### config.mk
export PLATFORM = sky130hd
export DESIGN_NAME = can_fault_conf
export DESIGN_NICKNAME = d
export VERILOG_FILES = /design/src/rtl/can_fc_pkg.sv /design/src/rtl/can_fc_seq.sv /design/src/rtl/can_fc_ctr.sv /design/src/rtl/can_fc_state.sv /design/src/rtl/can_fault_conf.sv
export SDC_FILE = /design/constraint.sdc
export NUM_CORES = 1
export LEC_CHECK = 0
export ABC_AREA = 1
export BUFFER_PORTS_ARGS = -buffer_cell sky130_fd_sc_hd__clkbuf_2
export CAP_MARGIN = 20
export CORE_MARGIN = 2
export CORE_UTILIZATION = 30
export CTS_BUF_LIST = sky130_fd_sc_hd__clkbuf_4 sky130_fd_sc_hd__clkbuf_8
export CTS_CLUSTER_DIAMETER = 30
export DETAILED_ROUTE_END_ITERATION = 10
export GPL_TIMING_DRIVEN = 0
export PLACE_DENSITY = 0.56
export REMOVE_ABC_BUFFERS = 1
export SKIP_LAST_GASP = 1
export SLEW_MARGIN = 30
export SYNTH_ARGS = -nofsm -noshare
export SYNTH_HDL_FRONTEND = slang
export SYNTH_HIERARCHICAL = 1
export SYNTH_SLANG_ARGS = --single-unit
### constraint.sdc
create_clock -name clk -period 3 [get_ports clk]
set_clock_uncertainty 0.15 [all_clocks]
set_input_delay 0 -clock clk [delete_from_list [all_inputs] [get_ports clk]]
set_output_delay 0 -clock clk [all_outputs]
set_load 0.005 [all_outputs]
### src/rtl/can_fc_pkg.sv
package can_fc_pkg;

    localparam int CNT_W       = 9;
    localparam int PASSIVE_LIM = 127;
    localparam int BOFF_LIM    = 255;
    localparam int RUN_W       = 4;
    localparam int ACT_RUN_LIM = 14;
    localparam int PAS_RUN_LIM = 8;
    localparam int RUN_REPEAT  = 8;
    localparam int ERR_STEP    = 8;

    typedef enum logic [1:0] {
        ST_ACTIVE  = 2'd0,
        ST_PASSIVE = 2'd1,
        ST_BUSOFF  = 2'd2
    } fc_state_e;

    typedef struct packed {
        logic             watch;
        logic             first;
        logic             pas_lim;
        logic [RUN_W-1:0] run;
    } seq_t;

    function automatic logic [RUN_W-1:0] run_limit(input logic pas);
        return pas ? RUN_W'(PAS_RUN_LIM) : RUN_W'(ACT_RUN_LIM);
    endfunction

endpackage

### src/rtl/can_fc_seq.sv
module can_fc_seq
    import can_fc_pkg::*;
(
    input  logic clk,
    input  logic rst,
    input  logic bit_stb,
    input  logic bus_dom,
    input  logic is_tx,
    input  logic flag_end_act,
    input  logic flag_end_pas,
    input  logic flag_end_ovl,
    output logic pen_tx,
    output logic pen_rx
);

    seq_t             q;
    logic             any_flag;
    logic             dom_hit;
    logic             lim_hit;
    logic [RUN_W-1:0] run_nx;
    logic [RUN_W-1:0] lim;

    always_comb begin
        any_flag = flag_end_act | flag_end_pas | flag_end_ovl;
        lim      = run_limit(q.pas_lim);
        run_nx   = q.run + 1'b1;
        dom_hit  = bit_stb & q.watch & bus_dom & ~any_flag;
        lim_hit  = dom_hit & (run_nx == lim);
        pen_tx   = lim_hit & is_tx;
        pen_rx   = (lim_hit | (dom_hit & q.first)) & ~is_tx;
    end

    always_ff @(posedge clk) begin
        if (rst) begin
            q <= '0;
        end else if (any_flag) begin
            q.watch   <= 1'b1;
            q.first   <= ~flag_end_ovl;
            q.pas_lim <= flag_end_pas;
            q.run     <= '0;
        end else if (bit_stb && q.watch) begin
            q.first <= 1'b0;
            if (!bus_dom) begin
                q.watch <= 1'b0;
                q.run   <= '0;
            end else if (run_nx == lim) begin
                q.run <= lim - RUN_W'(RUN_REPEAT);
            end else begin
                q.run <= run_nx;
            end
        end
    end

endmodule

### src/rtl/can_fc_ctr.sv
module can_fc_ctr
    import can_fc_pkg::*;
(
    input  logic             clk,
    input  logic             rst,
    input  logic             hold,
    input  logic             clr,
    input  logic             inc_big,
    input  logic             inc_one,
    input  logic             dec_one,
    output logic [CNT_W-1:0] cnt
);

    localparam logic [CNT_W:0] MAXV = {1'b0, {CNT_W{1'b1}}};

    logic [CNT_W:0] sum;

    always_comb begin
        sum = {1'b0, cnt}
            + (inc_big ? (CNT_W+1)'(ERR_STEP) : '0)
            + (inc_one ? (CNT_W+1)'(1) : '0);
    end

    always_ff @(posedge clk) begin
        if (rst || clr) begin
            cnt <= '0;
        end else if (hold) begin
            cnt <= cnt;
        end else if (inc_big || inc_one) begin
            cnt <= (sum > MAXV) ? MAXV[CNT_W-1:0] : sum[CNT_W-1:0];
        end else if (dec_one && cnt != '0) begin
            cnt <= cnt - 1'b1;
        end
    end

endmodule

### src/rtl/can_fc_state.sv
module can_fc_state
    import can_fc_pkg::*;
(
    input  logic             clk,
    input  logic             rst,
    input  logic             clr_req,
    input  logic [CNT_W-1:0] tec,
    input  logic [CNT_W-1:0] rec,
    output logic             boff,
    output fc_state_e        state
);

    logic boff_q;

    always_comb begin
        boff = boff_q | (tec > CNT_W'(BOFF_LIM));
        if (boff)
            state = ST_BUSOFF;
        else if (tec > CNT_W'(PASSIVE_LIM) || rec > CNT_W'(PASSIVE_LIM))
            state = ST_PASSIVE;
        else
            state = ST_ACTIVE;
    end

    always_ff @(posedge clk) begin
        if (rst)
            boff_q <= 1'b0;
        else if (boff && clr_req)
            boff_q <= 1'b0;
        else
            boff_q <= boff;
    end

endmodule

### src/rtl/can_fault_conf.sv
module can_fault_conf
    import can_fc_pkg::*;
(
    input  logic       clk,
    input  logic       rst,
    input  logic       bit_stb,
    input  logic       bus_dom,
    input  logic       is_tx,
    input  logic       flag_end_act,
    input  logic       flag_end_pas,
    input  logic       flag_end_ovl,
    input  logic       err_tx,
    input  logic       err_rx,
    input  logic       ok_tx,
    input  logic       ok_rx,
    input  logic       busoff_clr,
    output logic [8:0] tec,
    output logic [8:0] rec,
    output logic [1:0] err_state
);

    logic      pen_tx;
    logic      pen_rx;
    logic      boff;
    logic      clr_go;
    fc_state_e state;

    assign clr_go    = boff & busoff_clr;
    assign err_state = state;

    can_fc_seq u_seq (
        .clk          (clk),
        .rst          (rst),
        .bit_stb      (bit_stb),
        .bus_dom      (bus_dom),
        .is_tx        (is_tx),
        .flag_end_act (flag_end_act),
        .flag_end_pas (flag_end_pas),
        .flag_end_ovl (flag_end_ovl),
        .pen_tx       (pen_tx),
        .pen_rx       (pen_rx)
    );

    can_fc_ctr u_tec (
        .clk     (clk),
        .rst     (rst),
        .hold    (boff),
        .clr     (clr_go),
        .inc_big (err_tx | pen_tx),
        .inc_one (1'b0),
        .dec_one (ok_tx),
        .cnt     (tec)
    );

    can_fc_ctr u_rec (
        .clk     (clk),
        .rst     (rst),
        .hold    (boff),
        .clr     (clr_go),
        .inc_big (pen_rx),
        .inc_one (err_rx),
        .dec_one (ok_rx),
        .cnt     (rec)
    );

    can_fc_state u_state (
        .clk     (clk),
        .rst     (rst),
        .clr_req (busoff_clr),
        .tec     (tec),
        .rec     (rec),
        .boff    (boff),
        .state   (state)
    );

endmodule

==> results of run 1 <==
## area by class of cell
type | count | area, um^2 | area share
multi-input combinational | 308 | 1560 | 0.571
sequential | 26 | 520 | 0.191
tap | 99 | 124 | 0.0454
clock inverter | 1 | 30.0 | 0.0110
timing repair buffer | 43 | 270 | 0.0990
inverter | 49 | 186 | 0.0683
clock buffer | 3 | 41.3 | 0.0151
## routing by layer
metal / up-vias / GRT usage / share of wire
li1: 1308 / - / -
met1: 1071 / 0.183 / 0.50
met2: 49 / 0.230 / 0.46
met3: 8 / 0.0141 / 0.032
met4: 0 / 0.0429 / 0.016
met5: - / 0 / 0
## flip-flops by register name, summed over array words and instances (netlist names)
name,count
u_state/boff_q,1
u_tec/cnt,9
u_rec/cnt,9
u_seq/q,7
## kinds of logic after synthesis
family	count (synthesis)	synth area share
and+or+nand+nor	238	0.463
xor gates and xnor gates	6	0.0228
DFF	26	0.226
buffers and inverters	54	0.104
adders and majority gates	11	0.0598
AOI/OAI and AO/OA	50	0.123
other	1	0.00163
## stage by stage
step / util / total power (uW) / setup WS, ps / cells / hold slack [ps]
floorplan: - / 986 / 607 / 383 / -80.9
global placement: 0.346 / 1160 / 90.3 / 514 / 50.3
detailed placement: 0.346 / 1170 / 73.4 / 514 / 47.8
CTS: 0.371 / 1480 / 44.9 / 529 / 39.8
global route: 0.372 / 1620 / 34.2 / 529 / 54.6
finish: 0.372 / 1460 / 311 / 529 / 35.9
## cell usage in the layout (no fill, tap or decap)
cell type / count
xor2_1: 2
clkbuf_8: 3
bufinv_16: 1
dfxtp_1: 26
nand3_1: 40
a21oi_4: 2
nor3_4: 1
nand2_2: 6
nor3_1: 1
o21ai_0: 26
inv_2: 7
a21oi_1: 15
a21oi_2: 2
nor2_2: 11
o21ai_1: 2
nand2_1: 114
xnor2_1: 4
ha_1: 11
nand2_4: 6
conb_1: 3
clkinv_2: 2
dlygate4sd3_1: 11
nand3_2: 3
inv_1: 40
clkbuf_2: 32
nor2_1: 54
nand4_1: 1
a31oi_1: 1
o211ai_1: 1
a211oi_1: 1
nand3b_1: 1
## power by group
| group | switching, uW | total (uW) | internal (uW) |
|---|---|---|---|
| Combinational | 409 | 674 | 265 |
| Sequential | 101 | 500 | 399 |
| Clock | 109 | 287 | 178 |
| Total | 619 | 1460 | 843 |
## critical path, stage by stage (launching register included)
cell and delay [ps]:
dfxtp_1 460, ha_1 300, nor2_1 110, nand3_1 70
nand2_1 80, nand3_2 90, a21oi_2 240, ha_1 320
nand2_1 110, nor2_1 40, nand3_1 70, nand2_2 80
nor2_2 190, nand2_1 70, nand2_1 60, nand2_1 40
nand2_1 60, nor2_1 40
## repair_timing
action / 4_1_cts / 5_1_grt
hold endpoints to repair: 8 / 0
hold buffers: 11 / 0
endpoints found under the setup margin: 0 / 5
resized for setup: 0 / 1
## path summary, 6_finish.rpt
kind	start	endpoint	slack (ps)	cells after the start
max	u_seq/q[0]	u_rec/cnt[3]	310	17
min	ok_rx	u_rec/cnt[4]	40	5
max reg2reg	u_seq/q[0]	u_rec/cnt[3]	310	17
min reg2reg	u_seq/q[3]	u_seq/q[3]	350	2
==> run summary, run 1 <==
Cell Area, Synth = 2300 um^2
Drt first pass iters = 4
Placed Area = 2540 um^2
DR iter-0 viols = 116
Clk sinks = 26
Remaining DRCs = 0
Post-CTS setup buffers = 0
Most frequent cell after synthesis = nand2_1
P_leak = 0.00132 uW
Pwr dens = 535 nW/um^2
Gr ovfl total = 0
# IOs = 33
WP data required = 3020 ps
GRT Overall Usage = 0.137
Syn avg cell area = 5.96 um^2
Main synth FF type = dfxtp_1
Critical path class = reg -> reg
Async SR Flop Fraction = 0
Clk slew on worst S/H paths = 90 ps
Final ANT Viol Nets = 0
Total Wirelength = 5510 um
Top post-synthesis cells by area = dfxtp_1 (23%), nand2_1 (19%), nor2_1 (9.1%), nand3_1 (8.7%), inv_1 (6.5%)
RSZ-0062 raised after global routing = no
CTS tree = done
Setup Viol. Count Final = 0
Core region area = 7330 um^2
Longest Clk Path Bufs = 2
Max FO, Critical Path = 6
IO buf count = 32
First-pass GRT wire length = 9820 um
# nets final = 455
Initial antenna violation count = 0
Yosys Warn Count = 6
H-tree depth = 1
# diodes = 0
Final period util = 0.896
Maxcap violations = 0
Max-slew violations = 0
Yosys reg bits = 26
Vias in the first global route = 2211
Vert. Die Dim = 91.6 um
Final Cell Area = 2730 um^2
Startpoint Class = register
Worst relative slew slack = 0.580
Clk root buf = clkbuf_8
Routability cong. = 0.864
Share of layout cells above drive strength 1 = 0.177
Critical path capture point type = register
Worst-Skew Late Latency = 260 ps
Netlist cell types = 29
Starting Density = 0.314
Die footprint = 8390 um^2
Top cell type's share of synthesized area = 0.226
HP Class = in -> reg
CTS buffer count = 3
Critical Path AT = 2710 ps
Most area-hungry cell type in the Yosys netlist = dfxtp_1
Setup TNS Final = 0 ps
DR vias/cell = 4.60
Minimum clock period after layout = 2690 ps
Tightest Pin Transition = 630 ps
P&R area growth vs syn = 18.7%
VDD IR max = 249 uV
Hold Vio Cnt, Final = 0
Outcome = completed
Post-DR wirelength/cell = 10.4 um
Post-synth EDFFs = 0
Die Wd = 91.6 um
Detail Placement HPWL = 4320 um
Fill cell count = 810
Maximum clock frequency = 0.372 GHz
Seq/Total Area, Yosys = 0.226
Total vias in the final route = 2436
Largest net degree at the start of global routing = 16
Gate count after technology mapping = 386
Row count = 31
Post-synth top cells = nand2_1 (114), nor2_1 (56), inv_1 (40), nand3_1 (40)
Note: power is estimated with default switching activity, not from simulation.
==> run 2: changes to the inputs <==
BUFFER_PORTS_ARGS = not set   (was -buffer_cell sky130_fd_sc_hd__clkbuf_2)
DONT_BUFFER_PORTS = 1   (was not set)
PLACE_DENSITY = not set   (was 0.56)
==> run 2 against run 1 <==
Effect of this change:
- the flow now finishes with violations (hold timing)
- sequential share of layout area increased by 1.0 points
- register-to-register slack worse by 30 ps
- setup slack got worse by 31 ps
- final cell count down 5.3%
- power is 7.3% lower
- critical path depth rose by 1
- critical path type unchanged
- largest cell class unchanged
- highest routed layer unchanged
==> run summary, run 2 (synthesized netlist as in run 1, its figures left out) <==
Hold Vio Cnt, Final = 2 (was 0)
CTS tree = done (unchanged)
Post-DR wirelength/cell = 11.1 um (was 10.4 um)
Outcome = complete, but fails checks (was completed)
RSZ-0062 raised after global routing = no (unchanged)
Maximum clock frequency = 0.368 GHz (was 0.372 GHz)
Critical path class = reg -> reg (unchanged)
Setup TNS Final = 0 ps (unchanged)
Clk root buf = clkbuf_8 (unchanged)
Worst r2r src = u_seq/q[0] (unchanged)
Final period util = 0.907 (was 0.896)
# nets final = 427 (was 455)
Largest net degree at the start of global routing = 15 (was 16)
VDD IR max = 218 uV (was 249 uV)
Non-filler instance count after layout = 501 (was 529)
Setup Viol. Count Final = 0 (unchanged)
First-pass GRT wire length = 10100 um (was 9820 um)
Final hold slack = -18.4 ps (was 35.9 ps)
Die footprint = 8390 um^2 (unchanged)
Max FO, Critical Path = 6 (unchanged)
DR iter-0 viols = 69 (was 116)
Flop2flop setup slack = 280 ps (was 310 ps)
Drt first pass iters = 4 (unchanged)
Placed instance count = 482 (was 514)
Sink of the worst hold path = u_rec/cnt[5] (was u_rec/cnt[4])
Post-CTS setup buffers = 0 (unchanged)
Die Wd = 91.6 um (unchanged)
Startpoint Class = register (unchanged)
Critical Path AT = 2740 ps (was 2710 ps)
Minimum clock period after layout = 2720 ps (was 2690 ps)
Largest regs = u_rec/cnt x9, u_tec/cnt x9, u_seq/q x7 (unchanged)
Max-slew violations = 0 (unchanged)
DR vias/cell = 4.63 (was 4.60)
Routability cong. = 0.820 (was 0.864)
IO buf count = 0 (was 32)
Worst relative slew slack = 0.566 (was 0.580)
Remaining DRCs = 0 (unchanged)
Starting Density = 0.314 (unchanged)
Core Util, Final = 0.354 (was 0.372)
Worst-Skew Late Latency = 270 ps (was 260 ps)
HP Class = in -> reg (unchanged)
Row count = 31 (unchanged)
P&R area growth vs syn = 12.7% (was 18.7%)
Pwr dens = 522 nW/um^2 (was 535 nW/um^2)
P_leak = 0.00119 uW (was 0.00132 uW)
Worst Hold Depth = 5 (unchanged)
Core region area = 7330 um^2 (unchanged)
Final ANT Viol Nets = 0 (unchanged)
WP data required = 3020 ps (about the same)
Most common cell after layout, fill and taps aside = nand2_1 (unchanged)
Longest Clk Path Bufs = 2 (unchanged)
Total vias in the final route = 2319 (was 2436)
Reg2Reg Depth = 18 (was 17)
# IOs = 33 (unchanged)
Initial antenna violation count = 0 (unchanged)
Worst Hold Launch = err_rx (was ok_rx)
GRT Overall Usage = 0.141 (was 0.137)
Violated checks = hold timing
H-tree depth = 1 (unchanged)
Total Wirelength = 5540 um (was 5510 um)
Clk sinks = 26 (unchanged)
Commonest non-fill, non-tap cells in the layout = nand2_1 (114), nor2_1 (54), inv_1 (40), nand3_1 (40) (was nand2_1 (114), nor2_1 (54), inv_1 (40), nand3_1 (40), clkbuf_2 (32))
Tightest Pin Transition = 650 ps (was 630 ps)
Maxcap violations = 0 (unchanged)
CTS buffer count = 3 (unchanged)
Vert. Die Dim = 91.6 um (unchanged)
# diodes = 0 (unchanged)
Total power = 1350 uW (was 1460 uW)
Share of layout cells above drive strength 1 = 0.109 (was 0.177)
Critical path capture point type = register (unchanged)
Detail Placement HPWL = 4250 um (was 4320 um)
Reg2Reg Capture Point = u_rec/cnt[3] (unchanged)
Gr ovfl total = 0 (unchanged)
Vias in the first global route = 2279 (was 2211)
Clk slew on worst S/H paths = 90 ps (about the same)
run 2: worst max path at each step:
stage | from | to | slack (ps) | depth (start not counted)
after CTS | u_seq/q[0] | u_tec/cnt[1] | 30 | 15
final | u_seq/q[0] | u_rec/cnt[3] | 280 | 18
after global placement | u_seq/q[0] | u_tec/cnt[0] | 130 | 15
after global routing | u_seq/q[0] | u_tec/cnt[3] | 30 | 20
after detailed placement | u_seq/q[0] | u_tec/cnt[1] | 60 | 15
after floorplan | u_seq/q[0] | u_tec/cnt[0] | 610 | 15
run 2: power breakdown:
group	total [uW]	internal, uW	leakage, uW	switching [uW]
Combinational	610	229	0.000949	381
Sequential	512	399	0.000214	113
Clock	233	117	0.0000288	115
Total	1350	745	0.00119	609
run 2: routing by layer:
layer	global-route usage	vias to the layer above	wire, um
met1	0.181	1020	2700
met2	0.240	42	2520
met5	0	-	0
li1	-	1249	-
met3	0.0216	8	237
met4	0.0492	0	79
run 2: per-stage QoR:
stage	setup WS [ps]	instance area [um^2]
global route	31.5	2590
global placement	132	2380
floorplan	607	2260
CTS	30.4	2580
detailed placement	59.9	2380
finish	280	2590
run 2: cell type report:
type,count,area (um^2)
Fill cell,800,4740
Clock buffer,4,55.1
Multi-Input combinational cell,308,1560
Inverter,49,186
Tap cell,99,124
Timing Repair Buffer,15,150
Sequential cell,26,520
run 2: what timing repair did:
action / CTS / global route
hold buffers: 15 / 0
setup endpoints to repair: 0 / 5
resized for setup: 0 / 2
hold endpoints to repair: 26 / 0
run 2: worst max-delay path: stages, from the launching register on:
cell and delay (ps):
dfxtp_1 380, ha_1 340, inv_1 40, nor2_1 100, nand3_1 90, nand2_1 90, nand3_2 90, a21oi_2 240
ha_1 310, nand2_1 110, nor2_1 40, nand3_1 70, nand2_2 90, nor2_2 200, nand2_1 80, nand2_1 60
nand2_1 50, nand2_1 60, nor2_1 40
==> run 3: changes to the inputs <==
CORE_UTILIZATION = 55   (was 30)
PLACE_DENSITY = 0.7   (was not set)
==> run 3 against run 2 <==
Effect of this change:
- the run still ends with hold timing left
- power grew 5.1%
- final cell count shrank 9.8%
- count of clock-buffer cells in the layout shrank 1
- fmax shrank 0.60%
- die area shrank 44%
- non-clock buffer count is the same
- sequential share of layout area grew 0.35 points
- core utilization grew 28 points
- first-iteration DRC count grew 110%
- clock power grew 26%
- register-to-register slack lost 20 ps
- setup slack lost 16 ps
- critical path type unchanged
==> run summary, run 3 (synthesized netlist as in run 1, its figures left out) <==
Outcome = complete, but fails checks (unchanged)
Violated checks = hold timing (unchanged)
Total vias in the final route = 2377 (was 2319)
Reg2Reg Depth = 17 (was 18)
Top Usage Layer GRT = met2 (unchanged)
Setup Viol. Count Final = 0 (unchanged)
Critical Path AT = 2760 ps (was 2740 ps)
Most common cell after layout, fill and taps aside = nand2_1 (unchanged)
CP peak stage delay = 440 ps (was 380 ps)
Maxcap violations = 0 (unchanged)
Final ANT Viol Nets = 0 (unchanged)
Final Cell Area = 2550 um^2 (was 2590 um^2)
Net load switching power = 618 uW (was 609 uW)
Gr ovfl total = 0 (unchanged)
Share of layout cells above drive strength 1 = 0.109 (unchanged)
Switch share = 0.434 (was 0.450)
WP data required = 3020 ps (about the same)
M2 GR Usage = 0.401 (was 0.240)
Core Util, Final = 0.637 (was 0.354)
Die Wd = 68.7 um (was 91.6 um)
Clock power frac = 0.207 (was 0.172)
Max FO, Critical Path = 6 (unchanged)
Placed Area = 2320 um^2 (was 2380 um^2)
Worst path most repeated cell = nand2_1 (unchanged)
Commonest non-fill, non-tap cells in the layout = nand2_1 (114), nor2_1 (54), inv_1 (40), nand3_1 (40) (unchanged)
Worst Hold Launch = err_rx (unchanged)
HP Class = in -> reg (unchanged)
Pwr dens = 558 nW/um^2 (was 522 nW/um^2)
Post-DR wirelength/cell = 12.0 um (was 11.1 um)
Cells along the critical path = ha_1, nor2_1, nand3_1, nand2_1, nand3_2, a21oi_2, ha_1, nand2_1, nor2_1, nand3_1, nand2_2, nor2_2, nand2_1, nand2_1, nand2_1, nand2_1, nor2_1 (was ha_1, inv_1, nor2_1, nand3_1, nand2_1, nand3_2, a21oi_2, ha_1, nand2_1, nor2_1, nand3_1, nand2_2, nor2_2, nand2_1, nand2_1, nand2_1, nand2_1, nor2_1)
Clk slew on worst S/H paths = 100 ps (was 90 ps)
Met3 Use GR = 0.0487 (was 0.0216)
Startpoint Class = register (unchanged)
Worst Hold Depth = 5 (unchanged)
CTS buffer count = 3 (unchanged)
Routability cong. = 0.857 (was 0.820)
Largest net degree at the start of global routing = 16 (was 15)
P_leak = 0.00120 uW (was 0.00119 uW)
Pint = 805 uW (was 745 uW)
Hold Vio Cnt, Final = 2 (unchanged)
Largest regs = u_rec/cnt x9, u_tec/cnt x9, u_seq/q x7 (unchanged)
# diodes = 0 (unchanged)
Worst-Skew Late Latency = 270 ps (about the same)
CP max-delay cell = dfxtp_1 (unchanged)
Starting Density = 0.575 (was 0.314)
First-pass GRT wire length = 8470 um (was 10100 um)
Critical path capture point type = register (unchanged)
Detail Placement HPWL = 4020 um (was 4250 um)
Worst r2r src = u_seq/q[0] (unchanged)
# IOs = 33 (unchanged)
Clk root buf = clkbuf_8 (unchanged)
Die footprint = 4720 um^2 (was 8390 um^2)
Total power = 1420 uW (was 1350 uW)
Crit path from = u_seq/q[0] (unchanged)
Clk sinks = 26 (unchanged)
Flop2flop setup slack = 260 ps (was 280 ps)
CP bufs+invs = 0 (was 1)
Vias in the first global route = 1935 (was 2279)
H-tree depth = 1 (unchanged)
Total Wirelength = 5440 um (was 5540 um)
Sink of the worst hold path = u_rec/cnt[4] (was u_rec/cnt[5])
CTS tree = done (unchanged)
Critical path class = reg -> reg (unchanged)
Final period util = 0.912 (was 0.907)
GRT Overall Usage = 0.237 (was 0.141)
Worst relative slew slack = 0.577 (was 0.566)
DR vias/cell = 5.26 (was 4.63)
VDD IR max = 338 uV (was 218 uV)
Final hold slack = -21.5 ps (was -18.4 ps)
Longest Clk Path Bufs = 2 (unchanged)
Maximum clock frequency = 0.365 GHz (was 0.368 GHz)
Vert. Die Dim = 68.7 um (was 91.6 um)
Max-slew violations = 0 (unchanged)
Comb pwr share = 0.433 (was 0.450)
Met1 Track Usage GR = 0.307 (was 0.181)
Row count = 23 (was 31)
Critical Path Stages = 17 (was 18)
Minimum clock period after layout = 2740 ps (was 2720 ps)
Drt first pass iters = 4 (unchanged)
# nets final = 427 (unchanged)
DR iter-0 viols = 144 (was 69)
IO buf count = 0 (unchanged)
P&R area growth vs syn = 10.8% (was 12.7%)
Initial antenna violation count = 0 (unchanged)
Core region area = 4000 um^2 (was 7330 um^2)
Reg2Reg Capture Point = u_rec/cnt[3] (unchanged)
Sequential share of power = 0.361 (was 0.378)
Tightest Pin Transition = 633 ps (was 650 ps)
Remaining DRCs = 0 (unchanged)
CP delay by family, top = simple AND/OR/NAND/NOR gates (unchanged)
==> run 3: cell count changes in the layout (fill, tap and decap cells not counted), sizes merged <==
| cell | before | now |
|---|---|---|
| clkbuf | 4 | 3 |
| bufinv | 0 | 1 |
==> run 3: area by class of cell <==
cell class	instances	area, um^2
timing repair buffer	15	150
sequential	26	520
clock inverter	1	30.0
multi-input combinational	308	1560
clock buffer	3	41.3
tap	50	62.6
inverter	49	186
fill	421	1450
==> run 3: what timing repair did <==
action	in CTS	in global routing
resized for setup	0	1
setup buffers	0	0
setup endpoints to repair	0	5
hold endpoints to repair	26	0
hold buffers	15	0
==> run 3: power by group through the flow <==
stage / Sequential, uW / Clock (uW) / Combinational [uW]
CTS: 514 / 306 / 612
global route: 528 / 317 / 708
finish: 513 / 294 / 616
detailed placement: 522 / 0 / 589
floorplan: 489 / 0 / 497
global placement: 522 / 0 / 583
==> run 3: metrics by stage <==
step / setup WS, ps / std cells / setup TNS, ps
3_3_place_gp: 140 / 433 / 0
5_1_grt: -5.40 / 452 / -5.40
6_report: 264 / 452 / 0
2_1_floorplan: 607 / 383 / 0
3_5_place_dp: 118 / 433 / 0
4_1_cts: 105 / 452 / 0
==> run 3: worst register-to-register path, delay by kind of cell, from the launching register on <==
| kind | cells | cell delay [ps] |
|---|---|---|
| simple gates | 14 | 1210 |
| flops | 1 | 440 |
| fa+ha+maj | 2 | 610 |
| compound gates | 1 | 220 |
==> run 3: routing by layer <==
metal | vias to the layer above | wire length, um
met5 | - | 0
li1 | 1258 | -
met2 | 66 | 2590
met4 | 0 | 36
met1 | 1049 | 2510
met3 | 4 | 306
==> run 3: worst max-delay path by stage <==
| stage | end | slack [ps] |
|---|---|---|
| final | u_rec/cnt[3] | 260 |
| after global routing | u_rec/cnt[3] | -5 |
| after CTS | u_tec/cnt[1] | 110 |
| after detailed placement | u_tec/cnt[1] | 120 |
| after global placement | u_tec/cnt[1] | 140 |
| after floorplan | u_tec/cnt[0] | 610 |
